File: src/rtl/dieheat_pkg.sv
package dieheat_pkg;
  typedef enum logic [1:0] {
    CMD_HOLD  = 2'd0,
    CMD_RAISE = 2'd1,
    CMD_LOWER = 2'd2
  } heat_cmd_e;
endpackage

File: src/rtl/dieheat_rst_sync.sv
module dieheat_rst_sync (
  input  logic clk,
  input  logic rst_n,
  output logic rst_n_sync
);
  logic [1:0] stage_q;

  always_ff @(posedge clk or negedge rst_n) begin
    if (!rst_n) stage_q <= 2'b00;
    else        stage_q <= {stage_q[0], 1'b1};
  end

  assign rst_n_sync = stage_q[1];
endmodule

File: src/rtl/dieheat_decide.sv
module dieheat_decide
  import dieheat_pkg::*;
#(
  parameter int TEMP_W = 12
) (
  input  logic [TEMP_W-1:0] temp_sample,
  input  logic              temp_valid,
  input  logic [TEMP_W-1:0] setpoint,
  input  logic [TEMP_W-1:0] hyst_band,
  input  logic              busy,
  output heat_cmd_e         cmd
);
  localparam int EXT_W = TEMP_W + 1;

  logic [EXT_W-1:0] low_sum;
  logic [EXT_W-1:0] high_lim;
  logic             is_cold;
  logic             is_hot;

  always_comb begin
    // widen by one bit so the band arithmetic cannot wrap
    low_sum  = {1'b0, temp_sample} + {1'b0, hyst_band};
    high_lim = {1'b0, setpoint} + {1'b0, hyst_band};
    is_cold  = low_sum < {1'b0, setpoint};
    is_hot   = {1'b0, temp_sample} > high_lim;
    cmd      = CMD_HOLD;
    if (temp_valid && !busy) begin
      if (is_cold)     cmd = CMD_RAISE;
      else if (is_hot) cmd = CMD_LOWER;
    end
  end
endmodule

File: src/rtl/dieheat_therm.sv
module dieheat_therm
  import dieheat_pkg::*;
#(
  parameter int NUM_BANKS = 4
) (
  input  logic                 clk,
  input  logic                 rst_n,
  input  heat_cmd_e            cmd,
  input  logic                 bang_mode,
  output logic [NUM_BANKS-1:0] en,
  output logic                 moved
);
  localparam logic [NUM_BANKS-1:0] LSB_ONE = 1;

  logic [NUM_BANKS-1:0] en_q;
  logic [NUM_BANKS-1:0] en_d;

  always_comb begin
    en_d = en_q;
    unique case (cmd)
      CMD_RAISE: en_d = bang_mode ? '1 : ((en_q << 1) | LSB_ONE);
      CMD_LOWER: en_d = bang_mode ? '0 : (en_q >> 1);
      default:   en_d = en_q;
    endcase
  end

  assign moved = (en_d != en_q);

  always_ff @(posedge clk or negedge rst_n) begin
    if (!rst_n)     en_q <= '0;
    else if (moved) en_q <= en_d;
  end

  assign en = en_q;
endmodule

File: src/rtl/dieheat_settle.sv
module dieheat_settle #(
  parameter int CNT_W = 16
) (
  input  logic             clk,
  input  logic             rst_n,
  input  logic             start,
  input  logic [CNT_W-1:0] load_val,
  output logic             busy
);
  logic [CNT_W-1:0] cnt_q, cnt_d;
  logic             pend_q, pend_d;
  logic             cnt_en;

  always_comb begin
    cnt_d  = cnt_q;
    pend_d = pend_q;
    if (pend_q) begin
      cnt_d  = load_val;
      pend_d = 1'b0;
    end else if (start) begin
      cnt_d = load_val;
    end else if (cnt_q != '0) begin
      cnt_d = cnt_q - 1'b1;
    end
    cnt_en = pend_q || start || (cnt_q != '0);
  end

  always_ff @(posedge clk or negedge rst_n) begin
    if (!rst_n) begin
      cnt_q  <= '0;
      pend_q <= 1'b1;
    end else if (cnt_en) begin
      cnt_q  <= cnt_d;
      pend_q <= pend_d;
    end
  end

  assign busy = pend_q || (cnt_q != '0);
endmodule

File: src/rtl/dieheat_bank.sv
module dieheat_bank #(
  parameter int WIDTH = 8
) (
  input  logic             clk,
  input  logic             rst_n,
  input  logic             en,
  output logic [WIDTH-1:0] q
);
  logic [WIDTH-1:0] q_r;

  always_ff @(posedge clk or negedge rst_n) begin
    if (!rst_n)  q_r <= '0;
    else if (en) q_r <= ~q_r;
  end

  assign q = q_r;
endmodule

File: src/rtl/dieheat_ctrl.sv
module dieheat_ctrl
  import dieheat_pkg::*;
#(
  parameter int NUM_BANKS      = 4,
  parameter int FLOPS_PER_BANK = 8,
  parameter int TEMP_W         = 12,
  parameter int CNT_W          = 16,
  localparam int LVL_W         = $clog2(NUM_BANKS + 1),
  localparam int LOAD_W        = NUM_BANKS * FLOPS_PER_BANK
) (
  input  logic              clk,
  input  logic              rst_n,
  input  logic [TEMP_W-1:0] temp_sample,
  input  logic              temp_valid,
  input  logic [TEMP_W-1:0] setpoint,
  input  logic [TEMP_W-1:0] hyst_band,
  input  logic [CNT_W-1:0]  settle_cycles,
  input  logic              bang_mode,
  output logic [NUM_BANKS-1:0] bank_en,
  output logic [LOAD_W-1:0] heat_load,
  output logic [LVL_W-1:0]  level,
  output logic              settling
);
  logic      rst_n_int;
  heat_cmd_e cmd;
  logic      moved;

  dieheat_rst_sync u_rst (
    .clk        (clk),
    .rst_n      (rst_n),
    .rst_n_sync (rst_n_int)
  );

  dieheat_decide #(.TEMP_W(TEMP_W)) u_decide (
    .temp_sample (temp_sample),
    .temp_valid  (temp_valid),
    .setpoint    (setpoint),
    .hyst_band   (hyst_band),
    .busy        (settling),
    .cmd         (cmd)
  );

  dieheat_therm #(.NUM_BANKS(NUM_BANKS)) u_therm (
    .clk       (clk),
    .rst_n     (rst_n_int),
    .cmd       (cmd),
    .bang_mode (bang_mode),
    .en        (bank_en),
    .moved     (moved)
  );

  dieheat_settle #(.CNT_W(CNT_W)) u_settle (
    .clk      (clk),
    .rst_n    (rst_n_int),
    .start    (moved),
    .load_val (settle_cycles),
    .busy     (settling)
  );

  for (genvar b = 0; b < NUM_BANKS; b++) begin : g_bank
    dieheat_bank #(.WIDTH(FLOPS_PER_BANK)) u_bank (
      .clk   (clk),
      .rst_n (rst_n_int),
      .en    (bank_en[b]),
      .q     (heat_load[b*FLOPS_PER_BANK +: FLOPS_PER_BANK])
    );
  end

  always_comb begin
    level = '0;
    for (int i = 0; i < NUM_BANKS; i++) level = level + LVL_W'(bank_en[i]);
  end
endmodule

File: config.mk
export PLATFORM = sky130hd
export DESIGN_NAME = dieheat_ctrl
export DESIGN_NICKNAME = d
export VERILOG_FILES = /design/src/rtl/dieheat_pkg.sv /design/src/rtl/dieheat_rst_sync.sv /design/src/rtl/dieheat_decide.sv /design/src/rtl/dieheat_therm.sv /design/src/rtl/dieheat_settle.sv /design/src/rtl/dieheat_bank.sv /design/src/rtl/dieheat_ctrl.sv
export SDC_FILE = /design/constraint.sdc
export NUM_CORES = 1
export LEC_CHECK = 0
export BUFFER_PORTS_ARGS = -buffer_cell sky130_fd_sc_hd__buf_2
export CORE_UTILIZATION = 40
export CTS_CLUSTER_DIAMETER = 100
export DETAILED_ROUTE_END_ITERATION = 7
export HOLD_SLACK_MARGIN = 0.1
export SLEW_MARGIN = 5
export SYNTH_ARGS = -nofsm -noshare
export SYNTH_HDL_FRONTEND = slang
export SYNTH_SLANG_ARGS = --single-unit
File: constraint.sdc
create_clock -name clk -period 2.85 [get_ports clk]
set_input_delay 0.57 -clock clk [delete_from_list [all_inputs] [get_ports clk]]
set_output_delay 0.57 -clock clk [all_outputs]
set_load 0.01 [all_outputs]
# Yosys cells after proc, flatten, opt, wreduce, memory -nomap -nowiden
# Index checks and enable logic that the tools add are counted.
# word_totals
out_inout_bits	40
register_bits	55
input_bits	56
# classes
n_reduce_logical	8
bitwise	4
n_addsub	6
eq_ne	3
n_mux	9
magnitude_cmp	2
# op_table
operator	n
two-way mux 16 bit	3
NOT 8 bit	4
adder 12 x 12 -> 13 bit	2
nonzero test 16 bit	1
subtractor 16 x 1 -> 16 bit, second input constant	1
> comparator 12 x 13 -> 1 bit	1
< comparator 13 x 12 -> 1 bit	1
case mux 4 bit (2 select lines)	1
two-way mux 2 bit	3
two-way mux 4 bit	1
!= test 4 bit	1
adder 2 x 1 -> 3 bit	1
adder 3 x 1 -> 3 bit	1
logical OR 1 bit	3
two-way mux 3 bit	1
nonzero test 3 bit	1
adder 1 x 1 -> 2 bit	1
== test 2 x 1 -> 1 bit, second input constant	1
== test 2 bit, second input constant	1
AND reduction 2 bit	1
logical AND 1 bit	1
logical NOT 1 bit	1

# Logic depth before layout (Yosys ltp)
# Gate-level depths: netlist of run 1.
# logic_depth
ltp_word	11
mapped_depth	20

# Modules after synthesis
# From an unflattened synthesis of run 1, not the netlist that was laid out.
# hier_totals
cells_unflattened	449
area_unflattened_um2	4304.1
# by_module_without_submodules
mod	instances	seq_area_each_um2	cells_per_inst	area_per_inst_um2
dieheat_decide	1	0.0	227	1731.7
dieheat_bank	4	200.2	17	281.5
dieheat_settle	1	426.7	110	1036.0
dieheat_therm	1	100.1	33	292.8
dieheat_ctrl	1	0.0	8	63.8
dieheat_rst_sync	1	50.0	3	53.8

# Worst setup path after synthesis of run 1
# OpenSTA, ideal clock, no wires.
# synth_timing
kind	input-to-reg
start	input temp_sample[0]
end	register u_settle.cnt_q[9]
arrival_ns	4.293
setup_slack_ns	-1.563
path_stages	20
path_cell_list	ha_1 -> inv_1 -> fa_1 -> nor2b_1 -> o2111ai_1 -> a21oi_1 -> o21ai_0 -> nand2b_1 -> a21oi_1 -> xnor2_1 -> ha_1 -> a21o_1 -> a211o_1 -> a221oi_2 -> o31a_2 -> nand2_2 -> mux2_4 -> a311o_4 -> buf_6 -> a22o_1
# synth_via
elab_chain_cells	10
word_cells_on_any_way	16
classes_between	add/sub: 1; order compare: 2; eq/ne: 3; mux: 6; reduce/logical: 4
# synth_lines
item	line_no	rtl
from (decl)	dieheat_ctrl.sv:13	input logic [TEMP_W-1:0] temp_sample,
adder 12 x 12 -> 13 bit or > comparator 12 x 13 -> 1 bit (tied branches)	dieheat_decide.sv:22, dieheat_decide.sv:25	
< comparator 13 x 12 -> 1 bit or two-way mux 2 bit (tied branches)	dieheat_decide.sv:24, dieheat_decide.sv:29	
two-way mux 2 bit (*)	dieheat_decide.sv:28	if (is_cold) cmd = CMD_RAISE;
two-way mux 2 bit (*)	dieheat_decide.sv:27	if (temp_valid && !busy) begin
== test 2 bit or == test 2 x 1 -> 1 bit (tied branches)	dieheat_therm.sv:20	unique case (cmd)
case mux 4 bit (2 select lines) (*)	dieheat_therm.sv:20	
!= test 4 bit (*)	dieheat_therm.sv:27	assign moved = (en_d != en_q);
logical OR 1 bit (2 in a row)	dieheat_settle.sv:25	cnt_en = pend_q || start || (cnt_q != '0);
AND reduction 2 bit (no line)	--	
to (signal assigned)	dieheat_settle.sv:33	cnt_q <= cnt_d;
to (decl)	dieheat_settle.sv:10	logic [CNT_W-1:0] cnt_q, cnt_d;
# Mark *: on every way between the ends. The rest lies on a longest branch, timed or not.
# A chain may end at the register's enable or synchronous reset.

# Worst setup path after layout of run 1
# layout_timing
start	input temp_sample[0]
end	register u_settle.cnt_q[15]
# The elaborated chain is that of the path after synthesis.

==> out/results.ini, run 1 <==
[status]
status = finished, violations left
violations = setup timing

[critical_path]
path_delay_family = compound AO/OA/AOI/OAI gates
critPathSlowestCell = a311o_2
end_kind = flip-flop
crit_fanout = 8
crit_arrival_ns = 4.37
crit_buf_inv = 2
max_stage_delay_ns = 0.45
reg2reg_setup_slack_ns = 0.26
crit_path_cell_trace = buf_8, ha_4, inv_2, fa_2, nor2b_4, o2111ai_4, a21oi_2, o21ai_1, nand2b_1, a21oi_2, xnor2_1, ha_1, a21o_1, a211o_1, a221oi_4, o31a_2, nand2_2, mux2_4, a311o_2, a22o_1
cp-start-kind = primary input
crit_required_ns = 3.06
r2r_end = u_settle.cnt_q[10]
critPathKind = primary input to flip-flop
crit_start = temp_sample[0]
rr_worst_depth = 10
r2r_start = u_settle.cnt_q[0]
path_common_cell = a21oi_2

[timing]
post-route-min-period_ns = 4.16
rsz0062_at_grt = yes
max_freq_ghz = 0.240
setup_viol = 20
hold_viol = 0
setup_ws_ns = -1.31
finalClockSkew_ns = 0.0158
setup_tns_ns = -23.34
tightest_slew_ns = 0.844
final_max_slew_viol_count = 0
relSlewSlack_pct = 43.5
min_period_over_period_pct = 146

[logic_synthesis]
synth_top_area_share_pct = 33.7
yosysTopAreaCell = dfrtp_1
yosysUniqueCellTypes = 62
synth_edf_count = 0
syn_inst = 403
synth_area_per_cell_um2 = 9.95
synth_top_family_by_area = compound AO/OA/AOI/OAI gates
ys_top_cells_by_count = dfrtp_1, ha_1, xor2_1, inv_1, a21oi_1
synthAdderAreaFrac_pct = 17.1
ys_top_cells_by_area = dfrtp_1, ha_1, xor2_1, xnor2_1, inv_1
synth_top_flop_cell = dfrtp_1
yosysWarnings = 0
netlist_area_um2 = 4010
synth_nets = 512
synth.area.mux_share_pct = 0.655
synthSimpleGateAreaFrac_pct = 11.6
async_flop_share_pct = 100
ys_seq_elements = 55
synth_compound_area_share_pct = 17.7
yosysMostFrequentCell = dfrtp_1
synth-xor-area-share_pct = 13.5
seq_area_frac_synth_pct = 34.3

[cells_and_area]
final_util_pct = 56.9
drive_gt1_share_pct = 39.4
fin_nets = 694
area_delta_synth_final_pct = 38.0
fill_cells = 908
diodes = 0

[floorplanning]
die_h_um = 102
dieArea_um2 = 10400
start_util_pct = 41.2
rows = 36
core-area_um2 = 9730
die_w_um = 102
io_pins = 96

[global_routing]
grt_use_met1_pct = 23.9
busiest_layer = met2
grt_pass1_vias = 3370
met2_usage_pct = 31.9
overflow = 0
grt_max_degree = 35
antenna_found_initial = 0
grt_usage_pct = 18.5
gr-usage-met3_pct = 2.46
grt_pass1_wl_mm = 15.3

[power]
max-vdd-ir-drop_uv = 278
p_switching_mw = 0.742
p_clk_share_pct = 19.5
comb_power_share_pct = 39.4
p_int_mw = 1.53
pwr-share-seq_pct = 41.1
powerDensity_nw_per_um2 = 411
switching_share_pct = 32.6
power.leakage_nw = 3.00
finalPower_mw = 2.28

[cts]
h-tree-depth = 2
tritoncts = done
clkLatencyLatePin_ns = 0.31
numClockSinks = 55
root_buffer = clkbuf_8
ctsLongestPathBuffers = 2
cts_buffers = 5
clkSlewWorstSetupHoldPaths_ns = 0.10

[route]
vias_per_cell = 4.87
wl_per_cell_um = 12.8
drt_iter0_markers = 67
drt_wl_total_mm = 9.22
ant_nets = 0
routed-via-count = 3499
dr.pass1.iters = 4
drc = 0

[placement]
gp_congestion = 0.840
portBuffers = 95
pre_cts_ws_ns = -1.77
hpwl_mm = 7.37

[min_path]
min_path_type = flip-flop to async pin

[flow_run]
drv_cap = 0

[state kept, by name (all words and copies together), names as in the netlist]
register / cells
u_settle.pend_q: 1
u_rst.stage_q: 2
u_settle.cnt_q: 16
u_therm.en: 4
g_bank.u_bank.q: 32
[stage by stage]
step,hold WS [ns],cell area (µm²),cells
2_1_floorplan,0.274,4050,403
3_3_place_gp,0.341,5190,695
3_5_place_dp,0.343,5190,695
4_1_cts,0.362,5500,716
5_1_grt,0.377,5540,719
6_report,0.332,5540,719
[worst max path at each step]
| stage | to | cells past startpoint | slack (ns) |
|---|---|---|---|
| 2_1_floorplan | u_settle.cnt_q[9] | 20 | -1.28 |
| 3_3_place_gp | u_settle.cnt_q[4] | 18 | -1.73 |
| 3_5_place_dp | u_settle.cnt_q[4] | 18 | -1.77 |
| 4_1_cts | u_settle.cnt_q[2] | 20 | -1.23 |
| 5_1_grt | u_settle.cnt_q[15] | 20 | -1.44 |
| 6_report | u_settle.cnt_q[15] | 20 | -1.31 |
[logic make-up after synthesis]
kind of cell    Yosys count
compound gates           97
xor+xnor                 62
fa+ha+maj                53
buf+inv                  45
flops                    55
mux                       2
other cells               2
simple gates             87
[timing repair]
action,in CTS,in global routing
gates resized for setup,25,3
cloned,1,0
setup endpoints to repair,20,20
pin swaps,19,9
hold endpoints to repair,2,0
hold buffers,1,0
setup buffers,12,3
[cell type report]
class / instances / area (µm²) / area share [%]
flip-flops and latches: 55 / 1380 / 24.9
inverters: 34 / 128 / 2.31
clock buffers: 7 / 86.3 / 1.56
multi-input cells: 304 / 2590 / 46.8
repair buffers: 185 / 1180 / 21.2
clock inverters: 1 / 8.76 / 0.158
well taps: 133 / 166 / 3.01
[power by group through the flow]
stage               clock, mW  sequential (mW)  combinational, mW
detailed placement          0            0.951              0.812
CTS                     0.459            0.937              0.888
global placement            0            0.948              0.795
finish                  0.444            0.936              0.896
floorplan                   0            0.970              0.459
global route            0.498            0.950              0.993
[cell usage in the layout, fill, tap and decap left out, types with 3 or more instances in the layout]
cell and count:
nand4_1 3, a22o_1 12, nand2b_1 4, xor2_1 44
a21o_1 10, buf_2 92, nor2b_1 8, a21oi_2 6
ha_1 48, nand2_1 18, nor2_1 20, inv_1 31
a211oi_1 4, o21ai_1 6, dfrtp_1 53, nor3_1 6
buf_4 90, a21oi_1 18, o21bai_1 3, inv_2 3
o21ai_0 12, xnor2_1 18, clkbuf_8 6, nor4_1 5
o21a_1 3
[layer usage]
layer	wire length, µm	up-vias
met5	0	-
met4	186	0
met3	359	11
met2	4420	77
met1	4260	1634
li1	-	1777
(Power assumes the default switching activity.)
==> run 2, diff against run 1 <==
--- a/config.mk
+++ b/config.mk
@@ -10,6 +10,7 @@
 export CTS_CLUSTER_DIAMETER = 100
 export DETAILED_ROUTE_END_ITERATION = 7
 export HOLD_SLACK_MARGIN = 0.1
+export RECOVER_POWER = 100
 export SLEW_MARGIN = 5
 export SYNTH_ARGS = -nofsm -noshare
 export SYNTH_HDL_FRONTEND = slang
==> constraint.sdc (replaced) <==
create_clock -name clk -period 2.85 [get_ports clk]
set_input_delay 0.1425 -clock clk [delete_from_list [all_inputs] [get_ports clk]]
set_output_delay 0.1425 -clock clk [all_outputs]
set_load 0.01 [all_outputs]
==> run 2 against run 1 <==
Compared with the run above:
- the flow still finishes with violations (setup timing)
- non-clock buffer count up 7
- die area is the same
- wire length increased by 2.8%
- worst setup slack better by 0.54 ns
- critical path type unchanged
- critical endpoint is now u_settle.cnt_q[3]
==> out/results.ini, run 2 (synthesis results as in run 1) <==
[cts]
ctsLongestPathBuffers = 2  ; unchanged
clkLatencyLatePin_ns = 0.30  ; was 0.31 ns
tritoncts = done  ; unchanged
h-tree-depth = 2  ; unchanged
numClockSinks = 55  ; unchanged
root_buffer = clkbuf_8  ; unchanged
clkSlewWorstSetupHoldPaths_ns = 0.09  ; was 0.10 ns
cts_buffers = 5  ; unchanged

[route]
drc = 0  ; unchanged
dr.pass1.iters = 4  ; unchanged
vias_per_cell = 4.83  ; was 4.87
wl_per_cell_um = 13.1  ; was 12.8 µm
drt_iter0_markers = 91  ; was 67
routed-via-count = 3510  ; was 3,499
drt_wl_total_mm = 9.48  ; was 9.22 mm
ant_nets = 0  ; unchanged

[timing]
setup_tns_ns = -13.02  ; was -23.34 ns
finalClockSkew_ns = 0.00875  ; was 0.0158 ns
post-route-min-period_ns = 3.62  ; was 4.16 ns
min_period_over_period_pct = 127  ; was 146%
max_freq_ghz = 0.276  ; was 0.240 GHz
hold_viol = 0  ; unchanged
tightest_slew_ns = 1.06  ; was 0.844 ns
setup_ws_ns = -0.770  ; was -1.31 ns
rsz0062_at_grt = yes  ; unchanged
setup_viol = 20  ; unchanged
relSlewSlack_pct = 29.3  ; was 43.5%
final_max_slew_viol_count = 0  ; unchanged

[placement]
portBuffers = 95  ; unchanged
gp_congestion = 0.841  ; was 0.840
pre_cts_ws_ns = -1.35  ; was -1.77 ns
dp_cells = 689  ; was 695
hpwl_mm = 7.34  ; was 7.37 mm

[critical_path]
critPathKind = primary input to flip-flop  ; unchanged
cp-start-kind = primary input  ; unchanged
end_kind = flip-flop  ; unchanged
r2r_start = u_settle.cnt_q[0]  ; unchanged
crit_fanout = 8  ; unchanged
crit_start = temp_sample[0]  ; unchanged
reg2reg_setup_slack_ns = 0.21  ; was 0.26 ns
crit_required_ns = 3.05  ; was 3.06 ns
crit_arrival_ns = 3.82  ; was 4.37 ns

[floorplanning]
dieArea_um2 = 10400  ; unchanged
die_w_um = 102  ; unchanged
rows = 36  ; unchanged
core-area_um2 = 9730  ; unchanged
io_pins = 96  ; unchanged
die_h_um = 102  ; unchanged
start_util_pct = 41.2  ; unchanged

[power]
pwr-share-seq_pct = 41.4  ; was 41.1%
comb_power_share_pct = 38.9  ; was 39.4%
finalPower_mw = 2.26  ; was 2.28 mW
p_switching_mw = 0.742  ; about the same
p_clk_share_pct = 19.7  ; was 19.5%
max-vdd-ir-drop_uv = 238  ; was 278 µV
p_int_mw = 1.52  ; was 1.53 mW
power.leakage_nw = 2.87  ; was 3.00 nW
switching_share_pct = 32.8  ; was 32.6%
powerDensity_nw_per_um2 = 407  ; was 411 nW/µm²

[global_routing]
grt_use_met1_pct = 23.8  ; was 23.9%
gr-usage-met3_pct = 1.85  ; was 2.46%
grt_pass1_vias = 3480  ; was 3,370
grt_max_degree = 28  ; was 35
grt_usage_pct = 18.7  ; was 18.5%
antenna_found_initial = 0  ; unchanged
busiest_layer = met2  ; unchanged
overflow = 0  ; unchanged
met2_usage_pct = 33.0  ; was 31.9%
grt_pass1_wl_mm = 15.6  ; was 15.3 mm

[cells_and_area]
fill_cells = 917  ; was 908
fin_nets = 701  ; was 694
most-common-layout-cells = buf_4, dfrtp_1, buf_2  ; was buf_2, buf_4, dfrtp_1
diodes = 0  ; unchanged
largest_reg_flops = 32  ; unchanged
stdcell_count = 726  ; was 719
area_delta_synth_final_pct = 38.7  ; was 38.0%
mostFrequentLayoutCell = buf_4  ; was buf_2
drive_gt1_share_pct = 30.5  ; was 39.4%

[min_path]
min_path_type = primary input to async pin  ; was flip-flop to async pin

[flow_run]
drv_cap = 0  ; unchanged

[status]
status = finished, violations left  ; unchanged
violations = setup timing  ; unchanged

==> run 2: cell types whose count changed in the layout (fill, tap and decap cells not counted), moves of 2 or more <==
| cell | delta |
|---|---|
| buf_2 | -40 |
| a22oi_1 | -2 |
| dlygate4sd3_1 | +16 |
| buf_4 | -13 |
| clkbuf_1 | +43 |
| a22oi_2 | +2 |
==> run 2: area by class of cell <==
type                       instances  area (µm²)  area share, %
sequential                        55        1380           24.8
inverter                          34         128           2.29
timing repair buffer             192        1200           21.6
clock inverter                     1        8.76          0.157
tap                              133         166           2.99
multi-input combinational        304        2590           46.6
clock buffer                       7        86.3           1.55
==> run 2: repair_timing <==
action	4_1_cts	5_1_grt
hold endpoints to repair	17	1
endpoints found under the setup margin	20	20
cloned	1	0
hold buffers	16	1
resized for setup	22	8
pin swaps	30	13
setup buffers	8	4
==> run 2: per-stage QoR <==
| stage | util, % | area (µm²) | hold slack, ns |
|---|---|---|---|
| after floorplan | - | 4050 | -0.153 |
| after global placement | 52.9 | 5150 | -0.0710 |
| after detailed placement | 52.9 | 5150 | -0.0701 |
| after CTS | 57.0 | 5550 | 0.106 |
| after global routing | 57.2 | 5560 | 0.172 |
| final | 57.2 | 5560 | 0.152 |
==> run 2: final timing paths <==
check | to | cells past startpoint
worst max-delay path | u_settle.cnt_q[3] | 20
worst min-delay path | u_rst.stage_q[0] | 2
worst max register to register | u_settle.cnt_q[0] | 10
worst min register to register | u_rst.stage_q[1] | 0
max in group asynchronous | u_settle.cnt_q[13] | 1
min in group clk | u_therm.en[1] | 3
==> run 2: layer usage <==
metal  routed length [µm]  share of wire (%)  vias up
met5                    0                  0        -
met4                  227                2.4        0
met3                  340                3.6       18
met2                 4400                 46       82
met1                 4510                 48     1621
li1                     -                  -     1789
==> run 2: power by group through the flow <==
stage	combinational, mW	sequential, mW	clock (mW)
after floorplan	0.459	0.970	0
after global placement	0.791	0.946	0
after detailed placement	0.809	0.950	0
after CTS	0.873	0.936	0.458
after global routing	0.980	0.950	0.488
final	0.881	0.937	0.445
==> run 2: worst max-delay path, cell delays in order <==
cell       delay [ns]
buf_8            0.08
ha_4             0.13
inv_2            0.03
fa_2             0.36
nor2b_4          0.16
o2111ai_4        0.15
a21oi_2          0.18
o21ai_1          0.08
nand2b_1         0.09
a21oi_2          0.06
xnor2_1          0.12
ha_1             0.29
a21o_1           0.16
a211o_1          0.27
a221oi_2         0.23
o31a_2           0.23
nand2_2          0.07
mux2_4           0.33
a311o_2          0.42
a22o_1           0.23
